<file path="src/rtl/mini5_pkg.sv">
package mini5_pkg;

    // Operation codes carried in the two top bits of an instruction.
    typedef enum logic [1:0] {
        OP_MOV  = 2'b00,
        OP_ADD  = 2'b01,
        OP_JNEG = 2'b10,
        OP_SYS  = 2'b11
    } op_e;

    // Sequencer states; three per instruction plus the terminal one.
    typedef enum logic [1:0] {
        ST_FETCH  = 2'b00,
        ST_DECODE = 2'b01,
        ST_EXEC   = 2'b10,
        ST_HALT   = 2'b11
    } state_e;

    localparam int OP_W  = 2;
    localparam int SEL_W = 1;

endpackage

</file>
<file path="src/rtl/mini5_store.sv">
module mini5_store #(
    parameter int AW = 3,
    parameter int IW = 8
) (
    input  logic          clk,
    input  logic          we_i,
    input  logic          allow_i,
    input  logic [AW-1:0] waddr_i,
    input  logic [IW-1:0] wdata_i,
    input  logic [AW-1:0] raddr_i,
    output logic [IW-1:0] rdata_o
);
    localparam int DEPTH = 1 << AW;

    logic [IW-1:0] mem [DEPTH];

    // No reset: the contents must survive a core reset.
    always_ff @(posedge clk) begin
        if (we_i && allow_i) begin
            mem[waddr_i] <= wdata_i;
        end
    end

    assign rdata_o = mem[raddr_i];

endmodule

</file>
<file path="src/rtl/mini5_step.sv">
module mini5_step (
    input  logic clk,
    input  logic rst,
    input  logic mode_i,
    input  logic step_i,
    output logic adv_o
);
    logic step_q;

    always_ff @(posedge clk) begin
        if (rst) begin
            step_q <= 1'b0;
        end else begin
            step_q <= step_i;
        end
    end

    always_comb begin
        if (mode_i) begin
            adv_o = step_i & ~step_q;
        end else begin
            adv_o = 1'b1;
        end
    end

    // an advance in single-step mode is never followed by another one
    // in the next cycle while single-step mode stays on.
    assert_one_per_edge_R10: assert property (@(posedge clk) disable iff (rst)
        (mode_i && adv_o) |=> !(mode_i && adv_o));

endmodule

</file>
<file path="src/rtl/mini5_exec.sv">
module mini5_exec
    import mini5_pkg::*;
#(
    parameter int DW = 5,
    parameter int AW = 3
) (
    input  op_e           op_i,
    input  logic          sel_i,
    input  logic [DW-1:0] imm_i,
    input  logic [DW-1:0] ax_i,
    input  logic [DW-1:0] cx_i,
    input  logic [AW-1:0] pc_i,
    output logic [DW-1:0] ax_o,
    output logic [DW-1:0] cx_o,
    output logic [AW-1:0] pc_o,
    output logic          halt_o
);
    logic [AW-1:0] offset;
    logic [AW-1:0] pc_seq;
    logic [DW-1:0] sum;
    logic [DW-1:0] target_val;

    // The jump offset, brought to program-counter width. Wrapping is
    // implicit in the fixed width of the sum.
    generate
        if (AW <= DW) begin : g_trunc
            assign offset = imm_i[AW-1:0];
        end else begin : g_sext
            assign offset = {{(AW-DW){imm_i[DW-1]}}, imm_i};
        end
    endgenerate

    assign pc_seq = pc_i + AW'(1);
    assign sum    = (sel_i ? cx_i : ax_i) + imm_i;

    always_comb begin
        ax_o       = ax_i;
        cx_o       = cx_i;
        pc_o       = pc_seq;
        halt_o     = 1'b0;
        target_val = imm_i;
        unique case (op_i)
            OP_MOV: target_val = imm_i;
            OP_ADD: target_val = sum;
            OP_JNEG: begin
                if (cx_i[DW-1]) begin
                    pc_o = pc_i + offset;
                end
            end
            OP_SYS: begin
                if (!sel_i && (imm_i == '0)) begin
                    halt_o = 1'b1;
                    pc_o   = pc_i;
                end
            end
        endcase
        if ((op_i == OP_MOV) || (op_i == OP_ADD)) begin
            if (sel_i) begin
                cx_o = target_val;
            end else begin
                ax_o = target_val;
            end
        end
    end

endmodule

</file>
<file path="src/rtl/mini5_cpu.sv">
module mini5_cpu
    import mini5_pkg::*;
#(
    parameter int DW = 5,
    parameter int AW = 3
) (
    input  logic             clk,
    input  logic             rst,
    input  logic             prog_we,
    input  logic [AW-1:0]    prog_addr,
    input  logic [DW+2:0]    prog_data,
    input  logic             step_mode,
    input  logic             step_in,
    output logic [DW-1:0]    ax_o,
    output logic [DW-1:0]    cx_o,
    output logic [AW-1:0]    pc_o,
    output logic             halted_o
);
    localparam int IW = OP_W + SEL_W + DW;

    state_e        state_q, state_d;
    logic          adv;
    logic [IW-1:0] rd_word;
    logic [IW-1:0] ir_q;
    op_e           op_q;
    logic          sel_q;
    logic [DW-1:0] imm_q;
    logic [DW-1:0] ax_q, cx_q, ax_n, cx_n;
    logic [AW-1:0] pc_q, pc_n;
    logic          halted_q, halt_n;

    mini5_store #(.AW(AW), .IW(IW)) u_store (
        .clk     (clk),
        .we_i    (prog_we),
        .allow_i (rst | halted_q),
        .waddr_i (prog_addr),
        .wdata_i (prog_data),
        .raddr_i (pc_q),
        .rdata_o (rd_word)
    );

    mini5_step u_step (
        .clk    (clk),
        .rst    (rst),
        .mode_i (step_mode),
        .step_i (step_in),
        .adv_o  (adv)
    );

    mini5_exec #(.DW(DW), .AW(AW)) u_exec (
        .op_i   (op_q),
        .sel_i  (sel_q),
        .imm_i  (imm_q),
        .ax_i   (ax_q),
        .cx_i   (cx_q),
        .pc_i   (pc_q),
        .ax_o   (ax_n),
        .cx_o   (cx_n),
        .pc_o   (pc_n),
        .halt_o (halt_n)
    );

    // State register.
    always_ff @(posedge clk) begin
        if (rst) begin
            state_q <= ST_FETCH;
        end else begin
            state_q <= state_d;
        end
    end

    // Next-state logic.
    always_comb begin
        state_d = state_q;
        if (adv) begin
            unique case (state_q)
                ST_FETCH:  state_d = ST_DECODE;
                ST_DECODE: state_d = ST_EXEC;
                ST_EXEC:   state_d = halt_n ? ST_HALT : ST_FETCH;
                ST_HALT:   state_d = ST_HALT;
            endcase
        end
    end

    // Per-state register updates.
    always_ff @(posedge clk) begin
        if (rst) begin
            ir_q     <= '0;
            op_q     <= OP_MOV;
            sel_q    <= 1'b0;
            imm_q    <= '0;
            ax_q     <= '0;
            cx_q     <= '0;
            pc_q     <= '0;
            halted_q <= 1'b0;
        end else if (adv) begin
            unique case (state_q)
                ST_FETCH: begin
                    ir_q <= rd_word;
                end
                ST_DECODE: begin
                    op_q  <= op_e'(ir_q[IW-1 -: OP_W]);
                    sel_q <= ir_q[DW];
                    imm_q <= ir_q[DW-1:0];
                end
                ST_EXEC: begin
                    ax_q     <= ax_n;
                    cx_q     <= cx_n;
                    pc_q     <= pc_n;
                    halted_q <= halt_n;
                end
                ST_HALT: begin
                    halted_q <= 1'b1;
                end
            endcase
        end
    end

    assign ax_o     = ax_q;
    assign cx_o     = cx_q;
    assign pc_o     = pc_q;
    assign halted_o = halted_q;

    // reset leaves the visible state cleared.
    assert_reset_clear_R7: assert property (@(posedge clk)
        rst |=> (pc_q == '0 && ax_q == '0 && cx_q == '0 && !halted_q));

    // the stop flag is sticky.
    assert_halt_sticky_R6: assert property (@(posedge clk) disable iff (rst)
        halted_q |=> halted_q);

    // nothing visible moves once stopped.
    assert_frozen_R6: assert property (@(posedge clk) disable iff (rst)
        halted_q |=> ($stable(pc_q) && $stable(ax_q) && $stable(cx_q)));

    // visible results change only on an executing advance.
    assert_exec_only_R9: assert property (@(posedge clk) disable iff (rst)
        !(state_q == ST_EXEC && adv) |=> ($stable(ax_q) && $stable(cx_q) && $stable(pc_q)));

    // without an advance the sequencer holds.
    assert_hold_R10: assert property (@(posedge clk) disable iff (rst)
        !adv |=> $stable(state_q));

endmodule

</file>
<file path="config.mk">
export PLATFORM = sky130hd
export DESIGN_NAME = mini5_cpu
export DESIGN_NICKNAME = d
export VERILOG_FILES = /design/src/rtl/mini5_pkg.sv /design/src/rtl/mini5_store.sv /design/src/rtl/mini5_step.sv /design/src/rtl/mini5_exec.sv /design/src/rtl/mini5_cpu.sv
export SDC_FILE = /design/constraint.sdc
export NUM_CORES = 1
export LEC_CHECK = 0
export BUFFER_PORTS_ARGS = -buffer_cell sky130_fd_sc_hd__buf_2
export CORE_MARGIN = 3
export CORE_UTILIZATION = 59
export DETAILED_ROUTE_END_ITERATION = 12
export HOLD_SLACK_MARGIN = 0.1
export PLACE_DENSITY_LB_ADDON = 0.08
export SLEW_MARGIN = 30
export SYNTH_ARGS = -nofsm -noshare
export SYNTH_HDL_FRONTEND = slang
export SYNTH_SLANG_ARGS = --single-unit
</file>
<file path="constraint.sdc">
create_clock -name clk -period 3.05 [get_ports clk]
set_input_delay 0.4575 -clock clk [delete_from_list [all_inputs] [get_ports clk]]
set_output_delay 0.4575 -clock clk [all_outputs]
set_load 0.02 [all_outputs]
</file>
==> results of run 1 <==
-- path summary, 6_finish.rpt --
path,start,end,slack [ps],cells after the start
worst max-delay path,sel_q$_SDFFE_PP0P_,ax_o[4]$_SDFFE_PP0P_,620,9
worst min-delay path,step_in,u_step.step_q$_SDFF_PP0_,350,3
worst max register to register,sel_q$_SDFFE_PP0P_,ax_o[4]$_SDFFE_PP0P_,620,9
worst min register to register,ir_q[4]$_SDFFE_PP0P_,ir_q[4]$_SDFFE_PP0P_,470,1
-- per-layer routing --
layer	GRT usage, %	up-vias	routed length [µm]
met5	0	-	0
met4	7.578	0	29
met3	3.871	2	221
met2	31.71	47	3501
met1	26.43	1141	3228
li1	-	1101	-
-- registers in the layout (all words and copies together), names as in the netlist --
register and cells:
u_store.mem 64, ir_q 8, ax_o 5, cx_o 5
imm_q 5, pc_o 3, op_q 2, state_q 2
halted_o 1, sel_q 1, u_step.step_q 1
-- tightest hold or removal path, delay by kind of cell --
family / cells / cell delay, ps
buf+inv: 2 / 160
simple gates: 1 / 40
-- layout make-up --
| cell class | count | area [µm²] | share of cell area, % |
|---|---|---|---|
| sequential | 97 | 2582 | 57.56 |
| multi-input combinational | 154 | 1386 | 30.90 |
| timing repair buffer | 40 | 227.7 | 5.075 |
| clock buffer | 9 | 123.9 | 2.761 |
| tap | 77 | 96.34 | 2.147 |
| clock inverter | 7 | 47.55 | 1.060 |
| inverter | 6 | 22.52 | 0.5020 |
-- power groups by stage --
stage	clock network, mW	logic [mW]	registers (mW)
2_1_floorplan	0	0.124	1.48
3_3_place_gp	0	0.170	1.49
3_5_place_dp	0	0.176	1.49
4_1_cts	0.738	0.177	1.46
5_1_grt	0.799	0.193	1.46
6_report	0.714	0.174	1.46
-- through the flow --
| step | setup slack (ps) | power [mW] | cell area [µm²] | hold WS, ps | utilization [%] |
|---|---|---|---|---|---|
| 6_report | 624.3 | 2.347 | 4487 | 351.7 | 69.08 |
| 5_1_grt | 417.4 | 2.455 | 4487 | 333.4 | 69.08 |
| 4_1_cts | 605.3 | 2.374 | 4487 | 335.2 | 69.08 |
| 3_5_place_dp | 609.7 | 1.665 | 4315 | 452.7 | 66.44 |
| 3_3_place_gp | 688.1 | 1.657 | 4315 | 449.0 | 66.44 |
| 2_1_floorplan | 929.0 | 1.608 | 4064 | 432.1 | - |
-- logic make-up (layout without fill, tap and decap cells) --
group                      count (synthesis)  after routing  share of synthesized area [%]
DFF                                       97             97                          63.55
and+or+nand+nor                           66             66                          8.837
muxes                                     44             44                          15.98
AOI/OAI and AO/OA                         33             33                          5.819
buffers and inverters                     19             62                          2.340
adders and majority gates                  8              8                          2.833
xor gates and xnor gates                   3              3                         0.6467
-- layout by cell type, fill, tap and decap left out, types with 3 or more instances in the layout --
cell,synthesis,routed
clkbuf_8,0,9
edfxtp_1,64,64
nand2_1,8,8
a21oi_1,8,8
nor2_1,34,34
o21ai_0,4,4
mux2_2,3,3
mux4_2,16,16
buf_4,1,11
inv_1,5,5
buf_2,4,29
nand2b_1,6,6
a211oi_1,7,7
clkinv_4,0,3
o2bb2ai_1,8,8
ha_1,6,6
dfxtp_1,33,33
nor3_1,5,5
mux2i_1,24,24
==> results.py, run 1 <==
metrics = {
    "run_status": {
        "status": "finished clean",
    },
    "clock_tree": {
        "root_buffer": "clkbuf_8",
        "hold_buffers": 0,
        "htreeDepth": 3,
        "clk_pin_slew_worst_paths_ps": 90,
        "insertion_delay_ps": 340,
        "cts_made_buffers": 9,
        "post_cts_resized": 0,
        "cts_setup_buffers": 0,
        "clock_path_buffers": 2,
        "cts_num_sinks": 97,
        "cts_tree": "done",
    },
    "timing": {
        "min_period_ps": 2426,
        "worstMarginPinSlew_ps": 667.2,
        "rsz0062_at_grt": "false",
        "clock.fmax_mhz": 412.2,
        "setup_tns_ps": 0,
        "final_hold_viol_count": 0,
        "fin_skew_ps": 8.795,
        "relSlewSlack_pct": 55.46,
        "finalSetupViolCount": 0,
        "maxSlewViolCount": 0,
        "timing.final.crit_share_pct": 79.53,
    },
    "global_route": {
        "grt_antenna_before_repair": 0,
        "grt_max_degree": 31,
        "grt_pass1_wl_um": 11290,
        "grt_pass1_vias": 2226,
        "track_usage_pct": 19.57,
        "overflow": 0,
    },
    "pwr": {
        "cellInternalPower_mw": 1.803,
        "p_switching_mw": 0.5442,
        "ir_drop_uv": 403.1,
        "powerDensity_nw_per_um2": 523.1,
        "switching_share_pct": 23.19,
        "combPwrFrac_pct": 7.4,
        "p_seq_share_pct": 62.1,
        "p_leak_nw": 1.524,
        "clockPowerShare_pct": 30.4,
    },
    "flow_run": {
        "drv_cap": 0,
    },
    "worst_setup_path": {
        "critPathBufInv": 1,
        "required_ps": 3250,
        "worstPathArrival_ps": 2630,
        "critPathTopFamily": "flip-flops",
        "worst_path_max_delay_cell": "dfxtp_1",
        "worstSetupPathType": "reg -> reg",
        "end_kind": "flop",
        "slowest_delay_ps": 600,
        "cp_max_fo": 9,
        "worstPathCellList": "mux2_2 > ha_1 > inv_1 > fa_1 > nand2b_1 > a21oi_1 > mux2i_1 > xor2_1 > a211oi_1",
        "critPathLaunchType": "flop",
    },
    "cells_and_area": {
        "fill_cells": 455,
        "areaGrowthSynthToFinish_pct": 10.41,
        "drive_above_1_share_pct": 27.48,
        "fin_nets": 332,
        "n_antenna_cell": 0,
        "layoutNonFillerInstCount": 390,
    },
    "detailed_routing": {
        "drc_errors": 0,
        "firstDrtPassIters": 4,
        "drt_wl_total_um": 6980,
        "drt-initial-drc-count": 163,
        "viasPerCell": 5.874,
        "wl_per_cell_um": 17.90,
        "via_count": 2291,
        "drtAntennaViolNets": 0,
    },
    "synthesis": {
        "avgSynthCellArea_um2": 15.05,
        "netlist_area_um2": 4064,
        "ys_types": 42,
        "synth_nets": 294,
        "syn_inst": 270,
        "yosys.area.top_type": "edfxtp_1",
        "synth-main-ff-cell": "edfxtp_1",
        "netlist.area_leader.share_pct": 47.29,
        "synth_area_leaders": "edfxtp_1 47%, dfxtp_1 16%, mux4_2 8.9%, mux2i_1 5.9%, nor2_1 3.1%",
        "async_flop_share_pct": 0,
        "ys_seq_area_share_pct": 63.55,
        "synth_common_cells": "64 x edfxtp_1, 34 x nor2_1, 33 x dfxtp_1, 24 x mux2i_1, 16 x mux4_2",
        "yosys_register_bits": 97,
        "synth_edf_count": 64,
        "synthMostInstantiatedCell": "edfxtp_1",
        "ys_warn_count": 0,
    },
    "floorplan": {
        "die_h_um": 89.00,
        "core_um2": 6495,
        "io_pins": 30,
        "rows": 29,
        "initial_core_util_pct": 62.57,
        "die_w_um": 89.00,
        "dieArea_um2": 7920,
    },
    "place": {
        "dp_cells": 374,
        "dp_hpwl_um": 4801,
        "routabilityCongestion": 0.7548,
        "io_buffers": 29,
    },
    "hold_path": {
        "hold_class": "in -> reg",
    },
}
No activity file was read; power rests on OpenSTA's default activity.
==> run 2, diff against run 1 <==
- clock period: 3.05 -> 2.35 ns (I/O delays scaled with it)
==> results.py, run 2 (synthesized netlist as in run 1, its figures left out) <==
metrics = {
    "pwr": {
        "switching_share_pct": 23.56,
        "ir_drop_uv": 491.5,
        "powerDensity_nw_per_um2": 679.6,
        "cellInternalPower_mw": 2.342,
        "p_seq_share_pct": 61.7,
        "clockPowerShare_pct": 30.8,
        "p_switching_mw": 0.7218,
        "p_leak_nw": 1.536,
        "combPwrFrac_pct": 7.5,
    },
    "place": {
        "dp_hpwl_um": 4744,
        "dp_cells": 377,
        "io_buffers": 29,
        "routabilityCongestion": 0.7469,
    },
    "hold_path": {
        "worstHoldStart": "step_in",
        "hold_class": "in -> reg",
        "holdPathEnd": "u_step.step_q$_SDFF_PP0_",
        "holdPathStages": 3,
    },
    "cells_and_area": {
        "drive_above_1_share_pct": 28.16,
        "areaGrowthSynthToFinish_pct": 10.93,
        "top_regs": "u_store.mem (64), ir_q (8)",
        "final_cell_mix": "64 x edfxtp_1, 34 x nor2_1, 33 x dfxtp_1, 29 x buf_2, 24 x mux2i_1",
        "fin_util_pct": 69.41,
        "largest_register_ffs": 64,
        "layoutNonFillerInstCount": 393,
        "top_register": "u_store.mem",
        "final_common_cell": "edfxtp_1",
        "fin_nets": 335,
        "fill_cells": 468,
        "n_antenna_cell": 0,
    },
    "detailed_routing": {
        "firstDrtPassIters": 4,
        "viasPerCell": 5.827,
        "via_count": 2290,
        "drt_wl_total_um": 7080,
        "drt-initial-drc-count": 120,
        "drc_errors": 0,
        "drtAntennaViolNets": 0,
        "wl_per_cell_um": 18.02,
    },
    "clock_tree": {
        "insertion_delay_ps": 350,
        "post_cts_resized": 0,
        "htreeDepth": 3,
        "cts_made_buffers": 9,
        "cts_tree": "done",
        "root_buffer": "clkbuf_8",
        "cts_num_sinks": 97,
        "hold_buffers": 0,
        "cts_setup_buffers": 0,
        "clk_pin_slew_worst_paths_ps": 90,
        "clock_path_buffers": 2,
    },
    "global_route": {
        "track_usage_pct": 20.07,
        "grt_antenna_before_repair": 0,
        "grt_pass1_wl_um": 11440,
        "grt_max_degree": 29,
        "overflow": 0,
        "grt_pass1_vias": 2263,
    },
    "floorplan": {
        "rows": 29,
        "io_pins": 30,
        "dieArea_um2": 7920,
        "core_um2": 6495,
        "die_h_um": 89.00,
        "die_w_um": 89.00,
        "initial_core_util_pct": 62.57,
    },
    "timing": {
        "final_hold_viol_count": 0,
        "maxSlewViolCount": 0,
        "worstMarginPinSlew_ps": 668.2,
        "min_period_ps": 2121,
        "timing.final.crit_share_pct": 90.25,
        "finalSetupViolCount": 0,
        "clock.fmax_mhz": 471.5,
        "setup_tns_ps": 0,
        "fin_skew_ps": 8.143,
        "relSlewSlack_pct": 55.39,
        "rsz0062_at_grt": "false",
    },
    "worst_setup_path": {
        "worstPathArrival_ps": 2330,
        "end_kind": "flop",
        "r2r_end": "ax_o[4]$_SDFFE_PP0P_",
        "cp_max_fo": 2,
        "required_ps": 2560,
        "r2r-start": "sel_q$_SDFFE_PP0P_",
        "worst-r2r-cell-count": 9,
        "worstSetupPathType": "reg -> reg",
        "rrSetupSlack_ps": 230,
        "critPathLaunchType": "flop",
    },
    "flow_run": {
        "drv_cap": 0,
    },
    "run_status": {
        "status": "finished clean",
    },
}
==> run 2: cell types whose count changed in the layout (fill, tap and decap cells not counted) <==
cell,delta
buf_4,+3
clkinv_4,-2
clkinvlp_4,+1
inv_6,+1
==> run 2: routing by layer <==
layer  up-vias  global-route usage, %  routed length, µm
li1       1103                      -                  -
met1      1135                  25.39               3226
met2        40                  33.87               3496
met3        12                  4.793                242
met4         0                  7.578                115
met5         -                      0                  0
==> run 2: through the flow <==
stage          setup slack, ps  power [mW]  instance area (µm²)  hold slack, ps
2_1_floorplan            229.0       2.087                 4064           432.1
3_3_place_gp             269.2       2.156                 4338           448.4
3_5_place_dp             233.0       2.164                 4338           451.3
4_1_cts                  229.7       3.096                 4508           212.6
5_1_grt                  11.16       3.206                 4508           229.3
6_report                 229.2       3.064                 4508           231.2
==> run 2: layout make-up <==
cell class                 instances  area, µm²  area share, %
timing repair buffer              43      250.2          5.551
inverter                           6      22.52         0.4996
sequential                        97       2582          57.29
multi-input combinational        154       1386          30.75
clock inverter                     7      46.29          1.027
tap                               77      96.34          2.137
clock buffer                       9      123.9          2.748
==> run 2: critical path, cell delays in order, from the launching register on <==
cell	delay (ps)
dfxtp_1	330
mux2_2	230
ha_1	160
inv_1	60
fa_1	380
nand2b_1	170
a21oi_1	150
mux2i_1	230
xor2_1	200
a211oi_1	90
==> run 2: worst max path at each step <==
stage,slack (ps),from,to,cells after the start
after floorplan,230,sel_q$_SDFFE_PP0P_,ax_o[4]$_SDFFE_PP0P_,10
after global placement,270,sel_q$_SDFFE_PP0P_,ax_o[4]$_SDFFE_PP0P_,9
after detailed placement,230,sel_q$_SDFFE_PP0P_,cx_o[4]$_SDFFE_PP0P_,9
after CTS,230,sel_q$_SDFFE_PP0P_,cx_o[4]$_SDFFE_PP0P_,9
after global routing,10,sel_q$_SDFFE_PP0P_,cx_o[3]$_SDFFE_PP0P_,9
final,230,sel_q$_SDFFE_PP0P_,ax_o[4]$_SDFFE_PP0P_,9
==> run 2: power by group through the flow <==
stage	Sequential, mW	Combinational [mW]	Clock, mW
floorplan	1.93	0.162	0
finish	1.89	0.231	0.942
global route	1.90	0.256	1.05
global placement	1.93	0.227	0
CTS	1.89	0.234	0.971
detailed placement	1.93	0.233	0
